[src/rtl/bridge_gate_pkg.sv]
package bridge_gate_pkg;

    // Encoding matches {high-side enable, low-side enable}.
    typedef enum logic [1:0] {
        DRV_OFF  = 2'b00,
        DRV_LOW  = 2'b01,
        DRV_HIGH = 2'b10
    } drive_e;

    // Priority: halt over standby over data. Complement legs invert the data.
    function automatic drive_e leg_target(
        input logic halt_n,
        input logic stby_n,
        input logic data,
        input logic complement
    );
        if (!halt_n)
            return DRV_LOW;
        else if (!stby_n)
            return DRV_OFF;
        else if (data ^ complement)
            return DRV_HIGH;
        else
            return DRV_LOW;
    endfunction

endpackage

[src/rtl/bridge_din_path.sv]
module bridge_din_path #(
    parameter int NUM_CH = 2
) (
    input  logic              clk,
    input  logic              rst,
    input  logic              mck,
    input  logic              sel_sync,
    input  logic [NUM_CH-1:0] din,
    output logic [NUM_CH-1:0] data_sel
);

    logic              mck_q;
    logic [NUM_CH-1:0] cap_q;
    logic              mck_rise;

    assign mck_rise = mck && !mck_q;

    always_ff @(posedge clk) begin
        if (rst) begin
            mck_q <= 1'b0;
            cap_q <= '0;
        end else begin
            mck_q <= mck;
            if (mck_rise)
                cap_q <= din;
        end
    end

    assign data_sel = sel_sync ? cap_q : din;

endmodule

[src/rtl/bridge_leg_ctrl.sv]
module bridge_leg_ctrl
    import bridge_gate_pkg::*;
#(
    parameter int DT_W = 4
) (
    input  logic            clk,
    input  logic            rst,
    input  logic [DT_W-1:0] dead_cfg,
    input  drive_e          target,
    output drive_e          state
);

    drive_e          cur_q;
    logic [DT_W-1:0] wait_q;

    always_ff @(posedge clk) begin
        if (rst) begin
            cur_q  <= DRV_LOW;
            wait_q <= '0;
        end else if (cur_q != DRV_OFF) begin
            // Any change leaves a driven state through OFF first.
            if (target != cur_q) begin
                cur_q  <= DRV_OFF;
                wait_q <= dead_cfg;
            end
        end else if (wait_q != '0) begin
            wait_q <= wait_q - 1'b1;
        end else if (target != DRV_OFF) begin
            cur_q <= target;
        end
    end

    assign state = cur_q;

endmodule

[src/rtl/bridge_gate_ctrl.sv]
module bridge_gate_ctrl
    import bridge_gate_pkg::*;
#(
    parameter int NUM_CH = 2,
    parameter int DT_W   = 4
) (
    input  logic                  clk,
    input  logic                  rst,
    input  logic                  mck,
    input  logic                  sel_sync,
    input  logic                  halt_n,
    input  logic                  stby_n,
    input  logic [NUM_CH-1:0]     din,
    input  logic [DT_W-1:0]       dead_cfg,
    output logic [2*NUM_CH-1:0]   hs_en,
    output logic [2*NUM_CH-1:0]   ls_en
);

    localparam int NUM_LEGS = 2 * NUM_CH;

    logic [NUM_CH-1:0] data_sel;

    bridge_din_path #(.NUM_CH(NUM_CH)) u_din (
        .clk      (clk),
        .rst      (rst),
        .mck      (mck),
        .sel_sync (sel_sync),
        .din      (din),
        .data_sel (data_sel)
    );

    for (genvar ch = 0; ch < NUM_CH; ch++) begin : g_ch
        for (genvar pol = 0; pol < 2; pol++) begin : g_leg
            localparam int LEG = 2 * ch + pol;
            drive_e tgt;
            drive_e st;

            assign tgt = leg_target(halt_n, stby_n, data_sel[ch], pol[0]);

            bridge_leg_ctrl #(.DT_W(DT_W)) u_leg (
                .clk      (clk),
                .rst      (rst),
                .dead_cfg (dead_cfg),
                .target   (tgt),
                .state    (st)
            );

            assign hs_en[LEG] = st[1];
            assign ls_en[LEG] = st[0];
        end
    end

endmodule

[config.mk]
export PLATFORM = sky130hd
export DESIGN_NAME = bridge_gate_ctrl
export DESIGN_NICKNAME = d
export VERILOG_FILES = /design/src/rtl/bridge_gate_pkg.sv /design/src/rtl/bridge_din_path.sv /design/src/rtl/bridge_leg_ctrl.sv /design/src/rtl/bridge_gate_ctrl.sv
export SDC_FILE = /design/constraint.sdc
export NUM_CORES = 1
export LEC_CHECK = 0
export CORE_MARGIN = 2
export CORE_UTILIZATION = 43
export DETAILED_ROUTE_END_ITERATION = 8
export DONT_BUFFER_PORTS = 1
export PLACE_DENSITY_LB_ADDON = 0.1
export SYNTH_ARGS = -nofsm -noshare
export SYNTH_HDL_FRONTEND = slang
export SYNTH_SLANG_ARGS = --single-unit
[constraint.sdc]
create_clock -name clk -period 3.4 [get_ports clk]
set_clock_uncertainty 0.1 [all_clocks]
set_input_delay 0.51 -clock clk [delete_from_list [all_inputs] [get_ports clk]]
set_output_delay 0.51 -clock clk [all_outputs]
set_load 0.03 [all_outputs]
# Yosys cells after proc, flatten, opt, wreduce, memory -nomap -nowiden
# Index checks and enable logic that the tools add are counted.
[totals]
reg_bits = 27
inputBits = 12
wordCells = 97
[op_classes]
add_sub_neg = 4
reduce_logical = 30
n_eq_ne = 12
muxes = 41
[op_table]
columns = ["op", "count"]
rows = [
  ["$mux W2", 29],
  ["$mux W4", 12],
  ["$reduce_bool A2 Y1", 16],
  ["$reduce_bool A4 Y1", 4],
  ["$sub A4 B1 Y4 const B", 4],
  ["$reduce_and A3 Y1", 4],
  ["$ne A2 B1 Y1 const B", 4],
  ["$ne A2 B2 Y1", 4],
  ["$ne A2 B2 Y1 const B", 4],
  ["$reduce_and A2 Y1", 4],
  ["$logic_and A1 B1 Y1", 1],
  ["$logic_not A1 Y1", 1],
]

# Logic depth before layout (Yosys ltp)
[depth]
depth_word = 8
depth_mapped = 6

# Hierarchy
# A second synthesis with hierarchy kept.
[hier_totals]
hier_cells = 221
hier_area_um2 = 1809.2
[by_module_without_submodules]
columns = ["mod", "instances", "seq_area_each_um2", "cells_per_inst", "area_each_um2"]
rows = [
  ["bridge_leg_ctrl", 4, 120.1, 49, 404.1],
  ["bridge_din_path", 1, 60.1, 13, 140.1],
  ["bridge_gate_ctrl", 1, 0.0, 12, 52.6],
]

# Worst setup path before layout
# Ideal clock, no wire load.
[synth_timing]
path_kind = "register to register"
startpoint = "register g_ch[0].g_leg[0].u_leg.cur_q[1]"
endpoint = "register g_ch[0].g_leg[0].u_leg.wait_q[0]"
synth_period_minus_slack_ps = 1845
t_arrival_ps = 1626
setup_time_ps = 119
setup_slack_ps = 1555
required_ps = 3181
stages_incl_launch_ff = 6
cell_sequence = "dfxtp_1 > buf_2 > or2b_1 > o32ai_4 > nor3_1 > o221a_1"
[synth_between]
elab_chain_cells = 3
word_cells_on_any_way = 6
[synth_rtl]
columns = ["element", "line", "source"]
rows = [
  ["start: declaration", "bridge_leg_ctrl.sv:13", "drive_e cur_q;"],
  ["start signal: assignment", "bridge_leg_ctrl.sv:29", "cur_q <= target;"],
  ["$ne A2 B2 Y1 or $reduce_bool A2 Y1 (tied branches)", "bridge_leg_ctrl.sv:22, bridge_leg_ctrl.sv:20", ""],
  ["$ne A2 B2 Y1 (no line) or $reduce_bool A2 Y1 (tied branches)", "n/a", ""],
  ["$reduce_and A2 Y1 (no line)", "n/a", ""],
  ["end signal: assignment", "bridge_leg_ctrl.sv:24", "wait_q <= dead_cfg;"],
  ["end signal: assignment", "bridge_leg_ctrl.sv:27", "wait_q <= wait_q - 1'b1;"],
  ["end: declaration", "bridge_leg_ctrl.sv:14", "logic [DT_W-1:0] wait_q;"],
]
# Parallel ways exist; a longest one is shown, timed or not.
# A chain may end at the register's enable or synchronous reset.

# Worst setup path after layout
# Ends and elaborated chain as after synthesis.

==> run metrics <==
critical setup path kind=flop to flop; Total Routing Usage GR=0.1948; GR peak layer=met2; largest net degree at the start of global routing=20; r2r setup slk=about 1400 ps; Cell Chain, Critical Path=or2b_1 > o32ai_4 > nor3_1 > o221a_1; io pins=20; DP Area=approximately 1800 um^2; Clock Sinks=27; Tightest Pin Transition=668.1 ps; number of global-route vias before repair=1638; synth unique cells=62; final weighted congestion in routability-driven placement=0.8974; top post-synthesis cells by area=dfxtp_1 (29%), a21oi_1 (5.9%), nor2_1 (4.2%), o21ai_0 (3.2%), inv_1 (2.8%); die height=roughly 70 um; DP HPWL=3320 um; Synth-to-Final Area Change=1.011%; post-route ant nets=0; fillers=418; layout cell share with drive strength beyond 1=0.1043; hold endpoint=g_ch[1].g_leg[1].u_leg.wait_q[0]; Hold Path Depth=1; Yosys top cell by area=dfxtp_1; sequential cell area fraction in the yosys report=0.2911; PwrDens=438.6 nW/um^2; Synth top area share=0.2911; CP Launch Type=flop; relative slew slack=0.5419; HP Start=rst; # hold bufs at CTS=0; M1 GR Usage=0.2427; chip width=69.71 um; fin. max-slew vios=0; status=complete, no violations; Largest stage delay, worst path=720 ps; first-pass GRT wire length=7755 um; crit path DAT=2020 ps; Iteration-0 DRC Markers=151; max capacitance violation total=0; top_reg_cell synth=dfxtp_1; total CTS buffers=3; drt via density=around 6.5; Final nets=228; area of the core=around 4100 um^2; peak supply drop=roughly 240 uV; Worst setup EP type=flop; min Tclk post-route=approximately 2000 ps; capture point of the worst reg-to-reg path=g_ch[0].g_leg[0].u_leg.wait_q[0]; clk root buf=clkbuf_8; grt ovf=0; Max Clk Rate=0.5121 GHz; PortBufs=0; Initial Util=0.4544; Syn Inst Count=223; r2r worst-path depth=4; most numerous cell in the Yosys netlist=dfxtp_1; Worst R2R Start=g_ch[0].g_leg[0].u_leg.state[1]; post-CTS setup buffer count=0; wire per inst=about 18 um; H-tree Lvls=1; final hold vios=0; period utilization=0.5743; Post-CTS Resized=0; syn nets=roughly 240; DRC Markers=0; initial antenna violation count=0; LEAKAGE=0.6602 nW; FFs w/ async S/R, synth=0; RSZ-0062 raised after global routing=no; Worst-path clk slew=100 ps; Clock Latency Late Sink=280 ps; crit-path max FO=10; Final setup viols=0; met3 usage in global routing=0.06395; final WL=4673 um; commonest cells in the netlist=dfxtp_1 (27), a21oi_1 (22), nor2_1 (21); CTS Buffer Depth=2; die area=4859 um^2; Synth Cell Area=1857 um^2; Ys Warns=0; Hold Path Class=input pin to flop; Required @ worst endpoint=3470 ps; Final Util=0.4590; number of synthesized flops with an enable pin=0; via count=~1700; CTS tree=yes; # diodes=0; Synth Register Bits=27; CP max stage cell=dfxtp_1; Post-Syn Area per Cell=8.326 um^2; setup_tns=0 ps; final instance area=between 1500 and 2000 um^2; First-pass DRT Iterations=4; # rows=23; met2 GRT Util=0.3141
==> cell type report <==
type / instances / area, um^2 / share of cell area
Tap cell: 50 / 62.56 / 0.03336
Sequential cell: 27 / 540.5 / 0.2882
Clock buffer: 4 / 45.04 / 0.02402
Multi-Input combinational cell: 166 / 1175 / 0.6264
Inverter: 14 / 52.55 / 0.02802
==> how the worst max path moves through the flow <==
stage                                    startpoint                                to  slack [ps]  cells past startpoint
floorplan           g_ch[0].g_leg[0].u_leg.state[1]  g_ch[0].g_leg[0].u_leg.wait_q[0]        1560                      5
global route        g_ch[0].g_leg[0].u_leg.state[1]  g_ch[0].g_leg[0].u_leg.wait_q[0]        1350                      4
global placement    g_ch[0].g_leg[0].u_leg.state[1]  g_ch[0].g_leg[0].u_leg.wait_q[0]        1510                      4
CTS                 g_ch[0].g_leg[0].u_leg.state[1]  g_ch[0].g_leg[0].u_leg.wait_q[0]        1430                      4
detailed placement  g_ch[0].g_leg[0].u_leg.state[1]  g_ch[0].g_leg[0].u_leg.wait_q[0]        1450                      4
finish              g_ch[0].g_leg[0].u_leg.state[1]  g_ch[0].g_leg[0].u_leg.wait_q[0]        1450                      4
==> report_power, final <==
part	switching [mW]	internal [mW]	total, mW
logic	0.131	0.110	0.241
registers	0.0449	0.348	0.393
clock network	0.104	0.0842	0.189
total	0.280	0.543	0.823
==> stage by stage <==
| step | worst slack, ps | power (mW) | cells | hold WS (ps) |
|---|---|---|---|---|
| after global placement | 1511 | 0.6342 | 257 | 360.1 |
| after detailed placement | 1449 | 0.6370 | 257 | 381.1 |
| after CTS | 1430 | 0.8287 | 261 | 176.7 |
| after floorplan | 1555 | 0.6027 | 223 | 343.2 |
| after global routing | 1352 | 0.8755 | 261 | 164.8 |
| final | 1447 | 0.8226 | 261 | 180.6 |
==> cells in the final DEF, fill, tap and decap left out, types with 2 or more instances in the layout <==
master and n:
nand3b_1 4, o31ai_1 5, nor2b_1 4, clkbuf_8 3, nand2b_1 4, a211oi_2 2
a21o_1 3, a21oi_1 22, inv_1 14, nor2_1 21, o21ai_0 12, nor3_1 8
mux2i_1 3, mux2_4 2, o32ai_2 2, o221ai_1 3, o22ai_1 4, a32o_1 2
nor3b_1 3, nand4b_1 2, nand2_1 7, nor4b_1 3, or2_2 5, ha_1 4
o2bb2ai_1 4, o211ai_1 5, dfxtp_1 27, o311ai_1 2
==> metal layers <==
layer,up-vias,part of all wire
met3,8,0.085
met4,0,0.017
met2,74,0.45
met5,-,0
met1,793,0.45
li1,820,-
==> logic make-up after synthesis <==
logic type	after synthesis	share of synthesized area
DFF	27	0.2911
buffers and inverters	30	0.07614
and+or+nand+nor	71	0.2177
xor gates and xnor gates	1	0.004718
AOI/OAI and AO/OA	84	0.3437
adders and majority gates	4	0.02696
muxes	6	0.03976
==> state kept, by name (all words and copies together) (netlist names) <==
name / cells
g_ch.g_leg.u_leg.state: 8
g_ch.g_leg.u_leg.wait_q: 16
u_din.cap_q: 2
u_din.mck_q: 1
==> worst max-delay path, delay by kind of cell (launching register included) <==
kind,cells,cell delay [ps]
flip-flops,1,720
AO/OA/AOI/OAI,2,590
AND/OR/NAND/NOR,2,440
Note: power is estimated with default switching activity, not from simulation.
